===== config.mk =====
export PLATFORM = sky130hd
export DESIGN_NAME = baud_ir_gen
export DESIGN_NICKNAME = d
export VERILOG_FILES = /design/src/rtl/baud_ir_pkg.sv /design/src/rtl/baud_div_regs.sv /design/src/rtl/baud_tick_gen.sv /design/src/rtl/ir_pulse_shaper.sv /design/src/rtl/baud_ir_gen.sv
export SDC_FILE = /design/constraint.sdc
export NUM_CORES = 1
export LEC_CHECK = 0
export CORE_MARGIN = 10
export CORE_UTILIZATION = 50
export DETAILED_ROUTE_END_ITERATION = 8
export DONT_BUFFER_PORTS = 1
export SLEW_MARGIN = 30
export SYNTH_ARGS = -nofsm -noshare
export SYNTH_HDL_FRONTEND = slang
export SYNTH_HIERARCHICAL = 1
export SYNTH_SLANG_ARGS = --single-unit
export TNS_END_PERCENT = 50

===== constraint.sdc =====
create_clock -name clk -period 4.45 [get_ports clk]
set_input_delay 0.445 -clock clk [delete_from_list [all_inputs] [get_ports clk]]
set_output_delay 0.445 -clock clk [all_outputs]
set_load 0.02 [all_outputs]

===== src/rtl/baud_ir_pkg.sv =====
package baud_ir_pkg;

    // Encodings of the 2-bit pulse width select.
    typedef enum logic [1:0] {
        PW_QUARTER = 2'b00,   // 4 sample periods
        PW_3_16    = 2'b01,   // 3 sample periods
        PW_1_16    = 2'b10,   // 1 sample period
        PW_1_32    = 2'b11    // half a sample period
    } pulse_w_e;

    localparam int unsigned OVERSAMPLE = 16;

endpackage


===== src/rtl/baud_div_regs.sv =====
module baud_div_regs #(
    parameter int unsigned DIV_W = 13
) (
    input  logic             clk,
    input  logic             rst_n,
    input  logic             wr_en,
    input  logic             wr_hi,
    input  logic [7:0]       wr_data,
    output logic [DIV_W-1:0] div_o
);
    localparam int unsigned HI_W = DIV_W - 8;

    typedef struct packed {
        logic [HI_W-1:0]  hold;
        logic [DIV_W-1:0] div;
    } regs_t;

    regs_t r_q, r_d;

    always_comb begin
        r_d = r_q;
        if (wr_en) begin
            if (wr_hi) begin
                r_d.hold = wr_data[HI_W-1:0];
            end else begin
                r_d.div = {r_q.hold, wr_data};
            end
        end
    end

    always_ff @(posedge clk or negedge rst_n) begin
        if (!rst_n) begin
            r_q <= '0;
        end else begin
            r_q <= r_d;
        end
    end

    assign div_o = r_q.div;

endmodule


===== src/rtl/baud_tick_gen.sv =====
module baud_tick_gen
    import baud_ir_pkg::*;
#(
    parameter int unsigned DIV_W = 13
) (
    input  logic             clk,
    input  logic             rst_n,
    input  logic             en_req,
    input  logic             ir_en,
    input  logic [DIV_W-1:0] div_i,
    output logic [DIV_W-1:0] period_o,
    output logic             sample_tick_o,
    output logic             bit_tick_o
);
    localparam int unsigned SUB_W = $clog2(OVERSAMPLE);
    localparam logic [DIV_W-1:0] ONE = DIV_W'(1);
    localparam logic [SUB_W-1:0] SUB_LAST = SUB_W'(OVERSAMPLE - 1);

    typedef struct packed {
        logic             started;
        logic [DIV_W-1:0] cnt;
        logic [SUB_W-1:0] sub;
        logic             tick;
        logic             btick;
    } tg_t;

    tg_t r_q, r_d;
    logic [DIV_W-1:0] period;
    logic             running;

    // In infrared mode bit 0 is dropped and the remaining value is doubled.
    assign period  = ir_en ? {div_i[DIV_W-1:1], 1'b0} : div_i;
    assign running = r_q.started && (period != '0);

    always_comb begin
        r_d       = r_q;
        r_d.tick  = 1'b0;
        r_d.btick = 1'b0;
        if (en_req) begin
            r_d.started = 1'b1;
        end
        if (!running) begin
            r_d.cnt = '0;
            r_d.sub = '0;
        end else if (r_q.cnt >= period - ONE) begin
            // Terminal count: the current divisor sets the next reload.
            r_d.cnt  = '0;
            r_d.tick = 1'b1;
            if (r_q.sub == SUB_LAST) begin
                r_d.sub   = '0;
                r_d.btick = 1'b1;
            end else begin
                r_d.sub = r_q.sub + 1'b1;
            end
        end else begin
            r_d.cnt = r_q.cnt + ONE;
        end
    end

    always_ff @(posedge clk or negedge rst_n) begin
        if (!rst_n) begin
            r_q <= '0;
        end else begin
            r_q <= r_d;
        end
    end

    assign period_o      = period;
    assign sample_tick_o = r_q.tick;
    assign bit_tick_o    = r_q.btick;

endmodule


===== src/rtl/ir_pulse_shaper.sv =====
module ir_pulse_shaper
    import baud_ir_pkg::*;
#(
    parameter int unsigned DIV_W = 13
) (
    input  logic             clk,
    input  logic             rst_n,
    input  logic             ir_en,
    input  logic [1:0]       sel_i,
    input  logic [DIV_W-1:0] period_i,
    input  logic             bit_tick_i,
    input  logic             tx_raw,
    output logic             tx_out
);
    localparam int unsigned CW = DIV_W + 2;
    localparam logic [CW-1:0] ONE = CW'(1);

    typedef struct packed {
        logic          pulse;
        logic [CW-1:0] left;
    } sh_t;

    sh_t r_q, r_d;
    logic [CW-1:0] p_ext;
    logic [CW-1:0] width;

    assign p_ext = CW'(period_i);

    always_comb begin
        unique case (pulse_w_e'(sel_i))
            PW_QUARTER: width = p_ext << 2;
            PW_3_16:    width = (p_ext << 1) + p_ext;
            PW_1_16:    width = p_ext;
            default:    width = p_ext >> 1;
        endcase
    end

    always_comb begin
        r_d = r_q;
        if (!ir_en) begin
            r_d = '0;
        end else if (bit_tick_i && !tx_raw) begin
            r_d.pulse = (width != '0);
            r_d.left  = width - ONE;
        end else if (r_q.pulse) begin
            if (r_q.left == '0) begin
                r_d.pulse = 1'b0;
            end else begin
                r_d.left = r_q.left - ONE;
            end
        end
    end

    always_ff @(posedge clk or negedge rst_n) begin
        if (!rst_n) begin
            r_q <= '0;
        end else begin
            r_q <= r_d;
        end
    end

    assign tx_out = ir_en ? r_q.pulse : tx_raw;

endmodule


===== src/rtl/baud_ir_gen.sv =====
module baud_ir_gen #(
    parameter int unsigned DIV_W = 13
) (
    input  logic       clk,
    input  logic       rst_n,
    input  logic       wr_en,
    input  logic       wr_hi,
    input  logic [7:0] wr_data,
    input  logic       ir_en,
    input  logic [1:0] pulse_sel,
    input  logic       tx_en,
    input  logic       rx_en,
    input  logic       tx_raw,
    output logic       sample_tick,
    output logic       bit_tick,
    output logic       tx_out
);
    logic [DIV_W-1:0] divisor;
    logic [DIV_W-1:0] period;

    baud_div_regs #(.DIV_W(DIV_W)) u_regs (
        .clk     (clk),
        .rst_n   (rst_n),
        .wr_en   (wr_en),
        .wr_hi   (wr_hi),
        .wr_data (wr_data),
        .div_o   (divisor)
    );

    baud_tick_gen #(.DIV_W(DIV_W)) u_ticks (
        .clk           (clk),
        .rst_n         (rst_n),
        .en_req        (tx_en | rx_en),
        .ir_en         (ir_en),
        .div_i         (divisor),
        .period_o      (period),
        .sample_tick_o (sample_tick),
        .bit_tick_o    (bit_tick)
    );

    ir_pulse_shaper #(.DIV_W(DIV_W)) u_shaper (
        .clk        (clk),
        .rst_n      (rst_n),
        .ir_en      (ir_en),
        .sel_i      (pulse_sel),
        .period_i   (period),
        .bit_tick_i (bit_tick),
        .tx_raw     (tx_raw),
        .tx_out     (tx_out)
    );

endmodule


Yosys cells after proc, flatten, opt, wreduce, memory -nomap -nowiden
Index checks and enable logic that the tools add are counted.
- add/subtract/negate cells: 6
- order comparisons: 1
- equal/unequal tests: 6
- mux-type cells: 14
- bitwise operators: 2
- reduce and logical (&&, ||, !) cells: 10
- operator list (kind ; number):
    2-to-1 mux 16 bit ; 3
    one-hot mux 15 bit (3 select lines) ; 1
    subtractor 15 x 1 -> 15 bit, second input constant ; 2
    2-to-1 mux 17 bit ; 1
    adder 14 x 13 -> 15 bit ; 1
    zero test 15 bit ; 1
    2-to-1 mux 15 bit ; 1
    nonzero test 15 bit ; 1
    adder 13 x 1 -> 13 bit, second input constant ; 1
    greater-or-equal comparator 13 bit ; 1
    2-to-1 mux 13 bit ; 1
    nonzero test 13 bit ; 1
    subtractor 13 x 1 -> 13 bit, second input constant ; 1
    2-to-1 mux 6 bit ; 1
    AND reduction 2 bit ; 3
    adder 4 x 1 -> 4 bit, second input constant ; 1
    == test 4 bit, second input constant ; 1
    2-to-1 mux 1 bit ; 4
    2-to-1 mux 4 bit ; 1
    != test 3 x 1 -> 1 bit, second input constant ; 1
    != test 3 x 2 -> 1 bit, second input constant ; 1
    == test 2 x 1 -> 1 bit, second input constant ; 1
    == test 2 bit, second input constant ; 1
    logical AND 1 bit ; 2
    6 further kinds ; 6
- flip-flop bits (word level): 54
- output and inout bits: 3
- word-level logic and storage cells: 48

Longest topological paths before layout
- depth after elaboration: 6
- mapped depth: 15

Hierarchy
Netlist, hierarchy kept.
- modules (own cells, without submodules) (module ; times used ; cells each ; area each (µm²)):
    ir_pulse_shaper ; 1 ; 284 ; 2214.6
    baud_tick_gen ; 1 ; 170 ; 1539.0
    baud_div_regs ; 1 ; 52 ; 825.8
    baud_ir_gen ; 1 ; 1 ; 6.3

Least setup slack after synthesis
Ideal clock, no wire load.
- kind: reg-to-reg
- start: register u_regs.r_q, in the netlist u_regs/div_o[0]
- end: register u_shaper/r_q[14] in the netlist's numbering
- library setup time: 0.124 ns
- arrival: 3.271 ns
- data required time: 4.326 ns
- setup slack: 1.055 ns
- cell stages (with the launch flop): 14
- path through: dfrtp_1 buf_4 nor2b_1 ha_1 fa_1 a211oi_2 o31ai_1 a31o_1 xor2_1 mux4_2 nor4b_4 nand4_1 xor2_1 o21ai_2
- longest elaborated chain between the ends: 6
- RTL lines (item ; line ; source):
    start, declared ; baud_div_regs.sv:18 ; regs_t r_q, r_d;
    start signal, assigned ; baud_div_regs.sv:35 ; r_q <= r_d;
    2-to-1 mux 1 bit (*) ; baud_tick_gen.sv:32 ; assign period = ir_en ? {div_i[DIV_W-1:1], 1'b0} : div_i;
    named net period[0] ; baud_ir_gen.sv:19 ; logic [DIV_W-1:0] period;
    adder 14 x 13 -> 15 bit ; ir_pulse_shaper.sv:32 ; PW_3_16: width = (p_ext << 1) + p_ext;
    one-hot mux 15 bit (3 select lines) (*) ; ir_pulse_shaper.sv:30 ; unique case (pulse_w_e'(sel_i))
    subtractor 15 x 1 -> 15 bit (*) ; ir_pulse_shaper.sv:44 ; r_d.left = width - ONE;
    2-to-1 mux 16 bit (*) ; ir_pulse_shaper.sv:42 ; end else if (bit_tick_i && !tx_raw) begin
    2-to-1 mux 16 bit (*) ; ir_pulse_shaper.sv:40 ; if (!ir_en) begin
    end signal, assigned ; ir_pulse_shaper.sv:58 ; r_q <= r_d;
    end, declared ; ir_pulse_shaper.sv:23 ; sh_t r_q, r_d;
Mark *: on every way through the listed nets, which the timed path passes. The rest lies on a longest branch.
A chain may end at the register's enable or synchronous reset.

Worst setup path after layout
Same ends and word-level chain as after synthesis.

==> results.yml <==
floorplanning:
  std_cell_rows: 34
  die_area_mm2: 0.0134
  die_width_um: 116
  floorplan.core_area_mm2: 0.00881
  floorplan.initialDensity: 0.521
  io_pins: 21
  chipHeight_um: 116
finish:
  most_common_cell_after_layout_fill_and_taps_aside: "dfrtp_1"
  layout-drive-gt1-share: 0.0962
  final_cell_mix: "dfrtp_1, nor2_1, nand2_1, ha_1"
  fill_cells: 814
  area_used_by_sequential_logic_in_the_layout_mm2: 0.00135
  combined_area_of_the_multi_input_logic_cells_mm2: 0.00291
  fin_nets: 529
  n_antenna_cell: 0
  area_growth_syn_to_layout_pct: 0.0546
critical_path:
  required_worst_endpoint_ns: 4.69
  max_stage_delay_ns: 0.54
  worst-r2r-setup-slack_ns: 0.83
  timing.critical_path.to: "u_shaper/r_q[14]"
  regToRegStartpoint: "u_regs/div_o[0]"
  crit_slowest_cell: "mux4_2"
  worstReg2RegEnd: "u_shaper/r_q[14]"
  critical_path_class: "register to register"
  critical_path.endpoint_type: "register"
  critPathMaxFanout: 8
  cp.arrival_ns: 3.86
  cp-start-kind: "register"
  beginning_of_the_critical_path: "u_regs/div_o[0]"
  crit_top_cell: "xor2_1"
  worst_r2r_path_depth: 12
  crit_chain: "nor2b_1 > ha_1 > fa_1 > a211oi_2 > o31ai_1 > a31o_1 > xor2_1 > mux4_2 > nor4b_4 > nand4_1 > xor2_1 > o21ai_2"
power_and_ir_drop:
  power_frac_clock: 0.170
  power_per_cell_area_mw_per_mm2: 376
  power_report.internal_total_mw: 1.02
  power.leakage_nw: 2.00
  comb_power_share: 0.428
  p_seq_frac: 0.402
  switching_share: 0.407
  p_total_mw: 1.73
  net_switching_power_mw: 0.702
  worst_ir_drop_vdd_mv: 0.207
detailed_routing:
  wire_per_inst_um: 16.8
  drt_iter0_drc: 231
  routed-via-count: 3501
  wl_mm: 9.84
  drc_errors: 0
  drt_pass1_iterations: 5
  drtAntennaViolNets: 0
  vias_per_cell: 5.97
run:
  cap_viol_max_count: 0
clocking:
  cts.hold.buffers_added: 2
  cts-buffers-inserted: 5
  clock_tree.htree_level_count: 2
  clock_tree_from_tritoncts: "done"
  tritoncts_num_sinks: 54
  post_cts_buffers: 0
  clk_latency_ns: 0.31
  ctsResizeCount: 0
  clk_pin_slew_ns: 0.10
  root_buffer: "clkbuf_8"
  cts_buffer_depth: 2
sta:
  tns_ns: 0
  slew_violations: 0
  final-hold-violation-count: 0
  final_min_period_over_clock_period: 0.813
  worst_slew_margin_rel: 0.378
  period_needed_ns: 3.62
  final-setup-viol-count: 0
  final_worst_clock_skew_ns: 0.0118
  setup_slack_ns: 0.833
  grt_setup_unrepaired: "false"
  hold_slack_ns: 0.241
  fmaxAchievable_mhz: 276
  transition_time_of_the_tightest_slew_check_pin_ns: 0.922
run_status:
  outcome: "finished clean"
logic_synthesis:
  synth_seq_cells: 54
  muxShareOfSynthArea: 0.0920
  netlist_instances: 507
  syn-mean-instance-area_um2: 9.04
  syn_nets: 559
  synth_simple_gate_area_frac: 0.204
  synth_adder_area_share: 0.0944
  yosys.cell_types.count: 75
  synth_compound_gate_area_share: 0.165
  ys_warn_count: 6
  synth_edf_count: 0
  share_of_synthesized_registers_carrying_an_async_set_or_reset: 1.00
  synth_top_flop_cell: "dfrtp_1"
  synth_xor_area_frac: 0.0802
  seq_area_frac_synth: 0.295
  syn-cell-area_mm2: 0.00459
  synth_top_family_by_area: "simple AND/OR/NAND/NOR gates"
placement:
  number_of_buffers_inserted_by_port_buffering: 0
  gpl.final_weighted_congestion: 0.832
  place_ws_ns: 0.792
  dp_hpwl_mm: 7.43
global_routing:
  gr-usage-all-layers: 0.154
  grt_pass1_wl_mm: 17.0
  grt_overflow: 0
  first_global_vias: 3338
  grt_antenna_before_repair: 0
  grt_start_max_net_pins: 55
worst_hold_path:
  hold_class: "input port to register"
-- through the flow --
stage                     cell area (um2)  utilization  instances
after floorplan                      4590            -        507
after global placement               4450        0.506        576
after detailed placement             4450        0.506        576
after CTS                            4590        0.521        586
after global routing                 4590        0.521        586
final                                4590        0.521        586
-- cell families after synthesis --
kind of cell               after synthesis
buffers and inverters                   53
adders and majority gates               34
AOI/OAI and AO/OA                      111
xor gates and xnor gates                42
muxes                                   32
and+or+nand+nor                        181
DFF                                     54
-- state kept, by name, summed over array words and instances (netlist names) --
name                   cells
u_regs/div_o              13
u_ticks/bit_tick_o         1
u_shaper/r_q              16
u_regs/r_q                 5
u_ticks/r_q               18
u_ticks/sample_tick_o      1
-- worst max-delay path, delay by kind of cell (launching register included) --
| family | cells | cell delay, ns |
|---|---|---|
| DFF | 1 | 0.35 |
| muxes | 1 | 0.54 |
| adders and majority gates | 2 | 0.55 |
| AOI/OAI and AO/OA | 4 | 0.92 |
| and+or+nand+nor | 3 | 0.94 |
| xor gates and xnor gates | 2 | 0.25 |
-- Yosys cell counts (2+ instances only) --
master,n,area share
a211oi_1,4,0.0065
a21o_1,5,0.0082
a21oi_1,24,0.026
a22oi_1,3,0.0049
a311oi_1,3,0.0057
a31oi_1,6,0.0082
a32o_1,2,0.0044
and2_1,2,0.0027
and3_1,6,0.0082
buf_2,2,0.0022
buf_4,25,0.041
clkbuf_1,8,0.0065
dfrtp_1,54,0.29
ha_1,33,0.090
inv_1,13,0.011
mux2_2,11,0.027
mux2_4,10,0.033
mux2i_1,8,0.017
mux4_2,3,0.015
nand2_1,38,0.031
nand2b_1,4,0.0055
nand3_1,24,0.026
nand3b_1,2,0.0033
nand4_1,7,0.0095
nor2_1,45,0.037
nor2b_1,9,0.012
nor3_1,13,0.014
nor3b_1,3,0.0049
nor4_1,10,0.014
o2111ai_1,2,0.0038
o211a_1,3,0.0065
o21a_1,4,0.0065
o21ai_0,22,0.024
o21ai_1,7,0.0076
o21bai_1,2,0.0033
o311ai_0,2,0.0038
o31ai_1,4,0.0065
or3_1,2,0.0027
or4_1,6,0.0098
xnor2_1,21,0.040
xor2_1,21,0.040
-- power groups by stage --
stage	clock (mW)	combinational (mW)	sequential (mW)
after floorplan	0	0.701	0.624
after global placement	0	0.703	0.703
after detailed placement	0	0.719	0.705
after CTS	0.307	0.738	0.695
after global routing	0.326	0.835	0.710
final	0.294	0.738	0.694
-- layout make-up --
class,instances,area share
multi-input combinational,400,0.635
sequential,54,0.295
tap,108,0.0295
clock buffer,5,0.0150
inverter,14,0.0115
timing repair buffer,2,0.00818
clock inverter,3,0.00627
-- worst min-delay path by stage --
stage                             endpoint  cells past startpoint   from  slack [ns]
after floorplan            u_regs/div_o[0]                      0  rst_n        0.15
after CTS                 u_shaper/r_q[15]                      2  ir_en        0.23
after global placement      u_ticks/r_q[4]                      0  rst_n        0.15
after detailed placement    u_ticks/r_q[4]                      0  rst_n        0.15
after global routing      u_shaper/r_q[15]                      2  ir_en        0.24
final                     u_shaper/r_q[15]                      2  ir_en        0.24
-- per-layer routing --
metal | routed length [um] | global-route usage | vias up
met4 | 86 | 0.0342 | 0
met1 | 5020 | 0.223 | 1657
met5 | 0 | 0 | -
met3 | 464 | 0.0279 | 4
li1 | - | - | 1783
met2 | 4270 | 0.232 | 57
(Power assumes the default switching activity.)
